<file path="src/rtl/dss_pkg.sv">
package dss_pkg;
  typedef enum logic [1:0] {
    PH_IDLE  = 2'd0,
    PH_SENSE = 2'd1,
    PH_DIGIT = 2'd2
  } phase_e;

  localparam int unsigned SLOT_W = 2;
  localparam logic [SLOT_W-1:0] SLOT_STROBE = 2'd0;
  localparam logic [SLOT_W-1:0] SLOT_PRE    = 2'd1;
  localparam logic [SLOT_W-1:0] SLOT_GAP    = 2'd2;
  localparam logic [SLOT_W-1:0] SLOT_INT    = 2'd3;
endpackage

</file>
<file path="src/rtl/dss_slot_gen.sv">
module dss_slot_gen #(
  parameter int unsigned SLOT_W = 2
) (
  input  logic              clk_i,
  input  logic              rst_ni,
  input  logic              active_i,
  output logic [SLOT_W-1:0] slot_o,
  output logic              last_o
);
  localparam logic [SLOT_W-1:0] SlotLast = {SLOT_W{1'b1}};

  logic [SLOT_W-1:0] slot_q;

  always_ff @(posedge clk_i or negedge rst_ni) begin
    if (!rst_ni)       slot_q <= '0;
    else if (active_i) slot_q <= slot_q + 1'b1;
    else               slot_q <= '0;
  end

  assign slot_o = slot_q;
  assign last_o = active_i && (slot_q == SlotLast);
endmodule

</file>
<file path="src/rtl/dss_phase_ctrl.sv">
module dss_phase_ctrl
  import dss_pkg::*;
#(
  parameter int unsigned CNT_W = 8
) (
  input  logic             clk_i,
  input  logic             rst_ni,
  input  logic             run_i,
  input  logic [CNT_W-1:0] n_cfg_i,
  input  logic [CNT_W-1:0] m_cfg_i,
  input  logic             last_slot_i,
  output phase_e           phase_o,
  output logic             first_cyc_o,
  output logic             last_cyc_o
);
  localparam logic [CNT_W-1:0] One = CNT_W'(1);

  phase_e           phase_q;
  logic [CNT_W-1:0] cnt_q, n_q, m_q;
  logic [CNT_W-1:0] n_eff, m_eff, len_cur;
  logic             cyc_end;

  // zero length clamps to one cycle
  assign n_eff   = (n_cfg_i == '0) ? One : n_cfg_i;
  assign m_eff   = (m_cfg_i == '0) ? One : m_cfg_i;
  assign len_cur = (phase_q == PH_DIGIT) ? m_q : n_q;
  assign cyc_end = (cnt_q == len_cur - One);

  always_ff @(posedge clk_i or negedge rst_ni) begin
    if (!rst_ni) begin
      phase_q <= PH_IDLE;
      cnt_q   <= '0;
      n_q     <= One;
      m_q     <= One;
    end else begin
      unique case (phase_q)
        PH_IDLE: begin
          if (run_i) begin
            phase_q <= PH_SENSE;
            cnt_q   <= '0;
            n_q     <= n_eff;
            m_q     <= m_eff;
          end
        end
        PH_SENSE: begin
          if (last_slot_i) begin
            if (cyc_end) begin
              phase_q <= PH_DIGIT;
              cnt_q   <= '0;
            end else begin
              cnt_q <= cnt_q + One;
            end
          end
        end
        PH_DIGIT: begin
          if (last_slot_i) begin
            if (cyc_end) begin
              cnt_q <= '0;
              if (run_i) begin
                phase_q <= PH_SENSE;
                n_q     <= n_eff;
                m_q     <= m_eff;
              end else begin
                phase_q <= PH_IDLE;
              end
            end else begin
              cnt_q <= cnt_q + One;
            end
          end
        end
        default: phase_q <= PH_IDLE;
      endcase
    end
  end

  assign phase_o     = phase_q;
  assign first_cyc_o = (cnt_q == '0);
  assign last_cyc_o  = cyc_end;
endmodule

</file>
<file path="src/rtl/dss_dac_fb.sv">
module dss_dac_fb (
  input  logic clk_i,
  input  logic rst_ni,
  input  logic strobe_i,
  input  logic cmp_i,
  output logic pol_o
);
  logic pol_q;

  // negative feedback: positive integrator -> negative reference
  always_ff @(posedge clk_i or negedge rst_ni) begin
    if (!rst_ni)       pol_q <= 1'b0;
    else if (strobe_i) pol_q <= ~cmp_i;
  end

  assign pol_o = pol_q;
endmodule

</file>
<file path="src/rtl/dual_slope_seq.sv">
module dual_slope_seq
  import dss_pkg::*;
#(
  parameter int unsigned CNT_W = 8
) (
  input  logic             clk_i,
  input  logic             rst_ni,
  input  logic             run_i,
  input  logic [CNT_W-1:0] n_cfg_i,
  input  logic [CNT_W-1:0] m_cfg_i,
  input  logic             cmp_i,
  output logic             phase1_o,
  output logic             phase2_o,
  output logic             pre_en_o,
  output logic             int_en_o,
  output logic             cmp_strobe_o,
  output logic             dac_pos_o,
  output logic             conv_start_o,
  output logic             conv_done_o
);
  phase_e            phase;
  logic [SLOT_W-1:0] slot;
  logic              last_slot, first_cyc, last_cyc, active;

  assign active = (phase != PH_IDLE);

  dss_slot_gen #(.SLOT_W(SLOT_W)) u_slot (
    .clk_i    (clk_i),
    .rst_ni   (rst_ni),
    .active_i (active),
    .slot_o   (slot),
    .last_o   (last_slot)
  );

  dss_phase_ctrl #(.CNT_W(CNT_W)) u_phase (
    .clk_i       (clk_i),
    .rst_ni      (rst_ni),
    .run_i       (run_i),
    .n_cfg_i     (n_cfg_i),
    .m_cfg_i     (m_cfg_i),
    .last_slot_i (last_slot),
    .phase_o     (phase),
    .first_cyc_o (first_cyc),
    .last_cyc_o  (last_cyc)
  );

  dss_dac_fb u_dac (
    .clk_i    (clk_i),
    .rst_ni   (rst_ni),
    .strobe_i (cmp_strobe_o),
    .cmp_i    (cmp_i),
    .pol_o    (dac_pos_o)
  );

  // SLOT_GAP and slot 0 act as dead intervals around the two halves
  assign phase1_o     = (phase == PH_SENSE);
  assign phase2_o     = (phase == PH_DIGIT);
  assign pre_en_o     = active && (slot == SLOT_PRE);
  assign int_en_o     = active && (slot == SLOT_INT);
  assign cmp_strobe_o = phase2_o && (slot == SLOT_STROBE);
  assign conv_start_o = phase1_o && first_cyc && (slot == SLOT_STROBE);
  assign conv_done_o  = phase2_o && last_cyc && (slot == SLOT_PRE);
endmodule

</file>
<file path="config.mk">
export PLATFORM = sky130hd
export DESIGN_NAME = dual_slope_seq
export DESIGN_NICKNAME = d
export VERILOG_FILES = /design/src/rtl/dss_pkg.sv /design/src/rtl/dss_slot_gen.sv /design/src/rtl/dss_phase_ctrl.sv /design/src/rtl/dss_dac_fb.sv /design/src/rtl/dual_slope_seq.sv
export SDC_FILE = /design/constraint.sdc
export NUM_CORES = 1
export LEC_CHECK = 0
export BUFFER_PORTS_ARGS = -buffer_cell sky130_fd_sc_hd__buf_4
export CAP_MARGIN = 30
export CORE_ASPECT_RATIO = 0.8
export CORE_MARGIN = 2
export CORE_UTILIZATION = 45
export CTS_BUF_LIST = sky130_fd_sc_hd__clkbuf_4 sky130_fd_sc_hd__clkbuf_8
export CTS_CLUSTER_DIAMETER = 120
export DETAILED_ROUTE_END_ITERATION = 7
export PLACE_DENSITY = 0.65
export SYNTH_ARGS = -nofsm -noshare
export SYNTH_HDL_FRONTEND = slang
export SYNTH_HIERARCHICAL = 1
export SYNTH_SLANG_ARGS = --single-unit
</file>
<file path="constraint.sdc">
create_clock -name clk_i -period 4.5 [get_ports clk_i]
set_input_delay 0.9 -clock clk_i [delete_from_list [all_inputs] [get_ports clk_i]]
set_output_delay 0.9 -clock clk_i [all_outputs]
set_load 0.03 [all_outputs]
</file>
### After elaboration in Yosys (flattened, before gate mapping)

Index checks and enable logic that the tools add are counted.

* add/sub/neg operators: 3
* equal/unequal tests: 11
* multiplexer cells: 23
* bitwise logic cells: 1
* reductions and logical operators: 19

Operators with widths (count)
* $mux W8: 12
* $pmux W8 S2: 3
* $logic_not A8 Y1: 3
* $mux W2: 6
* $ne A2 B1 Y1 const B: 5
* $add A8 B1 Y8 const B: 1
* $eq A8 B8 Y1: 1
* $sub A8 B1 Y8 const B: 1
* $logic_and A1 B1 Y1: 7
* $pmux W2 S3: 1
* $reduce_and A3 Y1: 2
* $reduce_bool A2 Y1: 3
* $reduce_and A5 Y1: 1
* $eq A2 B1 Y1 const B: 2
* $eq A2 B2 Y1 const B: 2
* $logic_not A2 Y1: 2
* $add A2 B1 Y2 const B: 1
* $ne A2 B2 Y1 const B: 1
* $reduce_or A2 Y1: 1
* $mux W1: 1
* $not A1 Y1: 1

* register bits after elaboration: 29
* input bits: 20
* output and inout port bits: 8
* logic and storage cells: 63

### Logic depth before layout (Yosys ltp)

* depth in word-level cells: 7
* mapped depth: 14
* mapped depth without buffers: 11

### Hierarchy

The synthesis kept the hierarchy.

By module, submodules not included
* dss_phase_ctrl: instances 1, cells each 155, area an instance 1727.9 µm², seq. area each 653.1 µm²
* dss_slot_gen: instances 1, cells each 6, area an instance 88.8 µm², seq. area each 50.0 µm²
* dual_slope_seq: instances 1, cells each 9, area an instance 66.3 µm², seq. area each 0.0 µm²
* dss_dac_fb: instances 1, cells each 3, area an instance 38.8 µm², seq. area each 25.0 µm²

### Least setup slack after synthesis

Ideal clock, no wire load.

* kind: flip-flop to output port
* start: reg u_phase.phase_q[0], in the netlist u_phase/phase_o[0]
* end: out conv_done_o
* arrival time: 2.820 ns
* data required time: 3.600 ns
* setup slack: 0.780 ns
* stages on the path, launching flop included: 13
* buffers on the path: 2
* cell sequence: dfrtp_1 -> inv_1 -> ha_1 -> buf_6 -> buf_6 -> mux2i_1 -> ha_1 -> xnor2_1 -> xnor2_1 -> nand3_1 -> a2111o_1 -> nor3_4 -> and4b_1

* cells in the longest elaborated chain, start to end: 6

Ends and longest elaborated chain
* start: declaration: RTL line dss_phase_ctrl.sv:18 `phase_e phase_q;`
* start signal: assignment: RTL line dss_phase_ctrl.sv:31 `phase_q <= PH_IDLE;`
* start signal: assignment: RTL line dss_phase_ctrl.sv:39 `phase_q <= PH_SENSE;`
* start signal: assignment: RTL line dss_phase_ctrl.sv:48 `phase_q <= PH_DIGIT;`
* $eq A2 B2 Y1: RTL line dss_phase_ctrl.sv:26 `assign len_cur = (phase_q == PH_DIGIT) ? m_q : n_q;`
* $mux W8: RTL line dss_phase_ctrl.sv:26
* $sub A8 B1 Y8: RTL line dss_phase_ctrl.sv:27 `assign cyc_end = (cnt_q == len_cur - One);`
* $eq A8 B8 Y1: RTL line dss_phase_ctrl.sv:27
* named net last_cyc: RTL line dual_slope_seq.sv:23 `logic last_slot, first_cyc, last_cyc, active;`
* $logic_and A1 B1 Y1 (2 in series): RTL line dual_slope_seq.sv:62 `assign conv_done_o = phase2_o && last_cyc && (slot == SLOT_PRE);`
* end: declaration: RTL line dual_slope_seq.sv:19 `output logic conv_done_o`

The timed path passes the listed nets, and every way through them passes these cells.

### Final worst setup path

Ends and elaborated chain as after synthesis.

==> impl_metrics.env <==
export IMPL_status="finished, final reports clean"
export IMPL_clock_sinks=29
export IMPL_required_ns=3.60
export IMPL_grt_usage=0.1867
export IMPL_clock_latency_ns=0.28
export IMPL_n_antenna_cell=0
export IMPL_grt_pass1_vias=1453
export IMPL_pin_count=28
export IMPL_routabilityCongestion=0.7893
export IMPL_power_density_mw_per_mm2=609.3
export IMPL_fin_crit_ns=4.165
export IMPL_cts_root_buf="clkbuf_8"
export IMPL_rrSetupSlack_ns=1.08
export IMPL_async_flop_share=1.000
export IMPL_die_y_um=62.45
export IMPL_die_area_mm2=0.004813
export IMPL_cp_common_cell="buf_4"
export IMPL_ys_seq_area_frac=0.3789
export IMPL_initial_core_util=0.4629
export IMPL_antenna_found_initial=0
export IMPL_rsz0062_at_grt="no"
export IMPL_drc=0
export IMPL_drv_cap=0
export IMPL_ys_seq_elements=29
export IMPL_relSlewSlack=0.6476
export IMPL_drt_pre_antenna_iters=4
export IMPL_cts_htree_levels=2
export IMPL_clkSlewWorstSetupHoldPaths_ns=0.06
export IMPL_wl_per_cell_um=14.89
export IMPL_rows=21
export IMPL_setup_violations_final=0
export IMPL_ir_worst_vdd_v=0.0003659
export IMPL_arrival_ns=3.27
export IMPL_crit_path_max_fanout=11
export IMPL_finalPower_uw=1371
export IMPL_syn_to_final_growth_pct=17.06
export IMPL_wl_mm=3.916
export IMPL_drive_above_1_share=0.3155
export IMPL_synth_area_per_cell_um2=11.11
export IMPL_hold_buffers=0
export IMPL_ctsResizeCount=0
export IMPL_dpl_hpwl_mm=2.991
export IMPL_cts_made_buffers=5
export IMPL_cts_tree="built"
export IMPL_critPathCaptureType="primary output"
export IMPL_via_per_inst=5.281
export IMPL_drt_iter0_markers=29
export IMPL_critPathBufInv=3
export IMPL_tightest_slew_ns=0.5273
export IMPL_fmax_mhz=240.1
export IMPL_power_leakage_uw=0.001021
export IMPL_cts_max_path_buffers=2
export IMPL_fill_cells=384
export IMPL_slowest_stage="dfrtp_1"
export IMPL_slew_violations=0
export IMPL_critPathLaunchType="flop"
export IMPL_cts_setup_buffers=0
export IMPL_syn_area_mm2=0.001922
export IMPL_synth_cells=173
export IMPL_portBuffers=27
export IMPL_instances_no_fill=263
export IMPL_nets=234
export IMPL_overflow=0
export IMPL_finalHoldViolCount=0
export IMPL_yosysUniqueCellTypes=47
export IMPL_core_mm2=0.004151
export IMPL_min_period_over_period=0.9256
export IMPL_synth_edff_count=0
export IMPL_hp_class="reg2reg"
export IMPL_grt_pass1_wl_mm=6.982
export IMPL_ff_latch_area_um2=728.2
export IMPL_tns_ns=0
export IMPL_die_w_um=77.07
export IMPL_grt_max_degree=30
export IMPL_critPathKind="reg2out"
export IMPL_fin_skew_ns=0.004382
export IMPL_synth_warnings=6
export IMPL_layout_commonest_cell="buf_4"
export IMPL_cp_top_family="compound AO/OA/AOI/OAI gates"
export IMPL_multi_input_area_mm2=0.001114
export IMPL_placed_cells=255
export IMPL_mostFrequentLayoutCells="buf_4, dfrtp_1, mux2_2, inv_1"
export IMPL_vias=1389
export IMPL_final_util=0.5419
export IMPL_critPathMaxStageDelay_ns=0.46
export IMPL_synth_flop_cell="dfrtp_1"
export IMPL_crit_chain="inv_1, ha_1, buf_4, mux2i_1, o21ai_2, o31a_1, a2111o_1, nor3_4, and4b_1, buf_4"
export IMPL_ant_nets=0
export IMPL_syn_nets=202
## kinds of logic (layout without fill, tap and decap cells)
family                   after synthesis  in the layout  synth area share
multiplexers                          28             28            0.1582
XOR/XNOR                               8              8           0.03646
adder cells (fa/ha/maj)                9              9           0.05859
AND/OR/NAND/NOR                       58             58            0.2031
AO/OA/AOI/OAI                         28             28            0.1231
buffers and inverters                 13             46           0.04167
flip-flops                            29             29            0.3789
## area by class of cell
| type | count | share of cell area |
|---|---|---|
| tap | 57 | 0.03170 |
| inverter | 10 | 0.01669 |
| timing repair buffer | 28 | 0.09344 |
| clock buffer | 7 | 0.03726 |
| clock inverter | 1 | 0.002225 |
| multi-input combinational | 131 | 0.4950 |
| sequential | 29 | 0.3237 |
## path summary, 6_finish.rpt
kind,from,end,depth (start not counted)
worst max-delay path,u_phase/phase_o[0],conv_done_o,10
worst min-delay path,u_phase/m_q[6],u_phase/m_q[6],1
worst max register to register,u_phase/phase_o[0],u_phase/m_q[2],10
worst min register to register,u_phase/m_q[6],u_phase/m_q[6],1
max in group asynchronous,rst_ni,u_phase/n_q[0],1
min in group asynchronous,rst_ni,u_phase/cnt_q[2],1
## power by group
part	switching, uW	internal [uW]	total, uW	leakage [uW]
Clock	97.8	120	218	0.0000491
Combinational	357	325	683	0.000612
Sequential	106	364	470	0.000360
Total	561	809	1370	0.00102
## worst reg2reg max path, delay by kind of cell (launching register included)
kind | cells | cell delay [ns]
buffers and inverters | 2 | 0.39
AOI/OAI and AO/OA | 4 | 1.11
muxes | 2 | 0.74
and+or+nand+nor | 1 | 0.23
adders and majority gates | 1 | 0.35
DFF | 1 | 0.46
## sequential cells by signal (all words and copies together), names as in the netlist
| signal | flops |
|---|---|
| u_dac/pol_o | 1 |
| u_phase/cnt_q | 8 |
| u_phase/m_q | 8 |
| u_phase/n_q | 8 |
| u_phase/phase_o | 2 |
| u_slot/slot_o | 2 |
## per-stage QoR
step	hold slack, ns	instance area, um2	worst slack, ns
floorplan	0.4522	1922	0.7804
CTS	0.4997	2250	0.3255
global placement	0.4760	2161	0.7492
global route	0.5211	2250	0.08983
finish	0.5008	2250	0.3348
detailed placement	0.4824	2161	0.6460
## cell usage after synthesis (3+ instances only)
library cell	number	share of area
a21o_1	4	0.016
o21ai_0	3	0.0078
xnor2_1	6	0.027
and2_1	3	0.0098
and3_1	5	0.016
dfrtp_1	27	0.35
a211o_1	3	0.014
mux2_2	15	0.088
nand3_1	3	0.0078
ha_1	9	0.059
nor3_1	7	0.018
inv_1	10	0.020
nor3b_1	3	0.012
a21oi_1	8	0.021
mux2i_1	9	0.047
mux2_1	4	0.023
nor4_1	4	0.013
nor2_1	8	0.016
nand2b_1	6	0.020
nand2_1	5	0.0098
## per-layer routing
layer	vias up	routed length [um]	global-route usage
li1	690	-	-
met1	675	1888	0.2463
met2	18	1832	0.2950
met3	6	114	0.04046
met4	0	80	0.08705
met5	-	0	0
(Power assumes the default switching activity.)
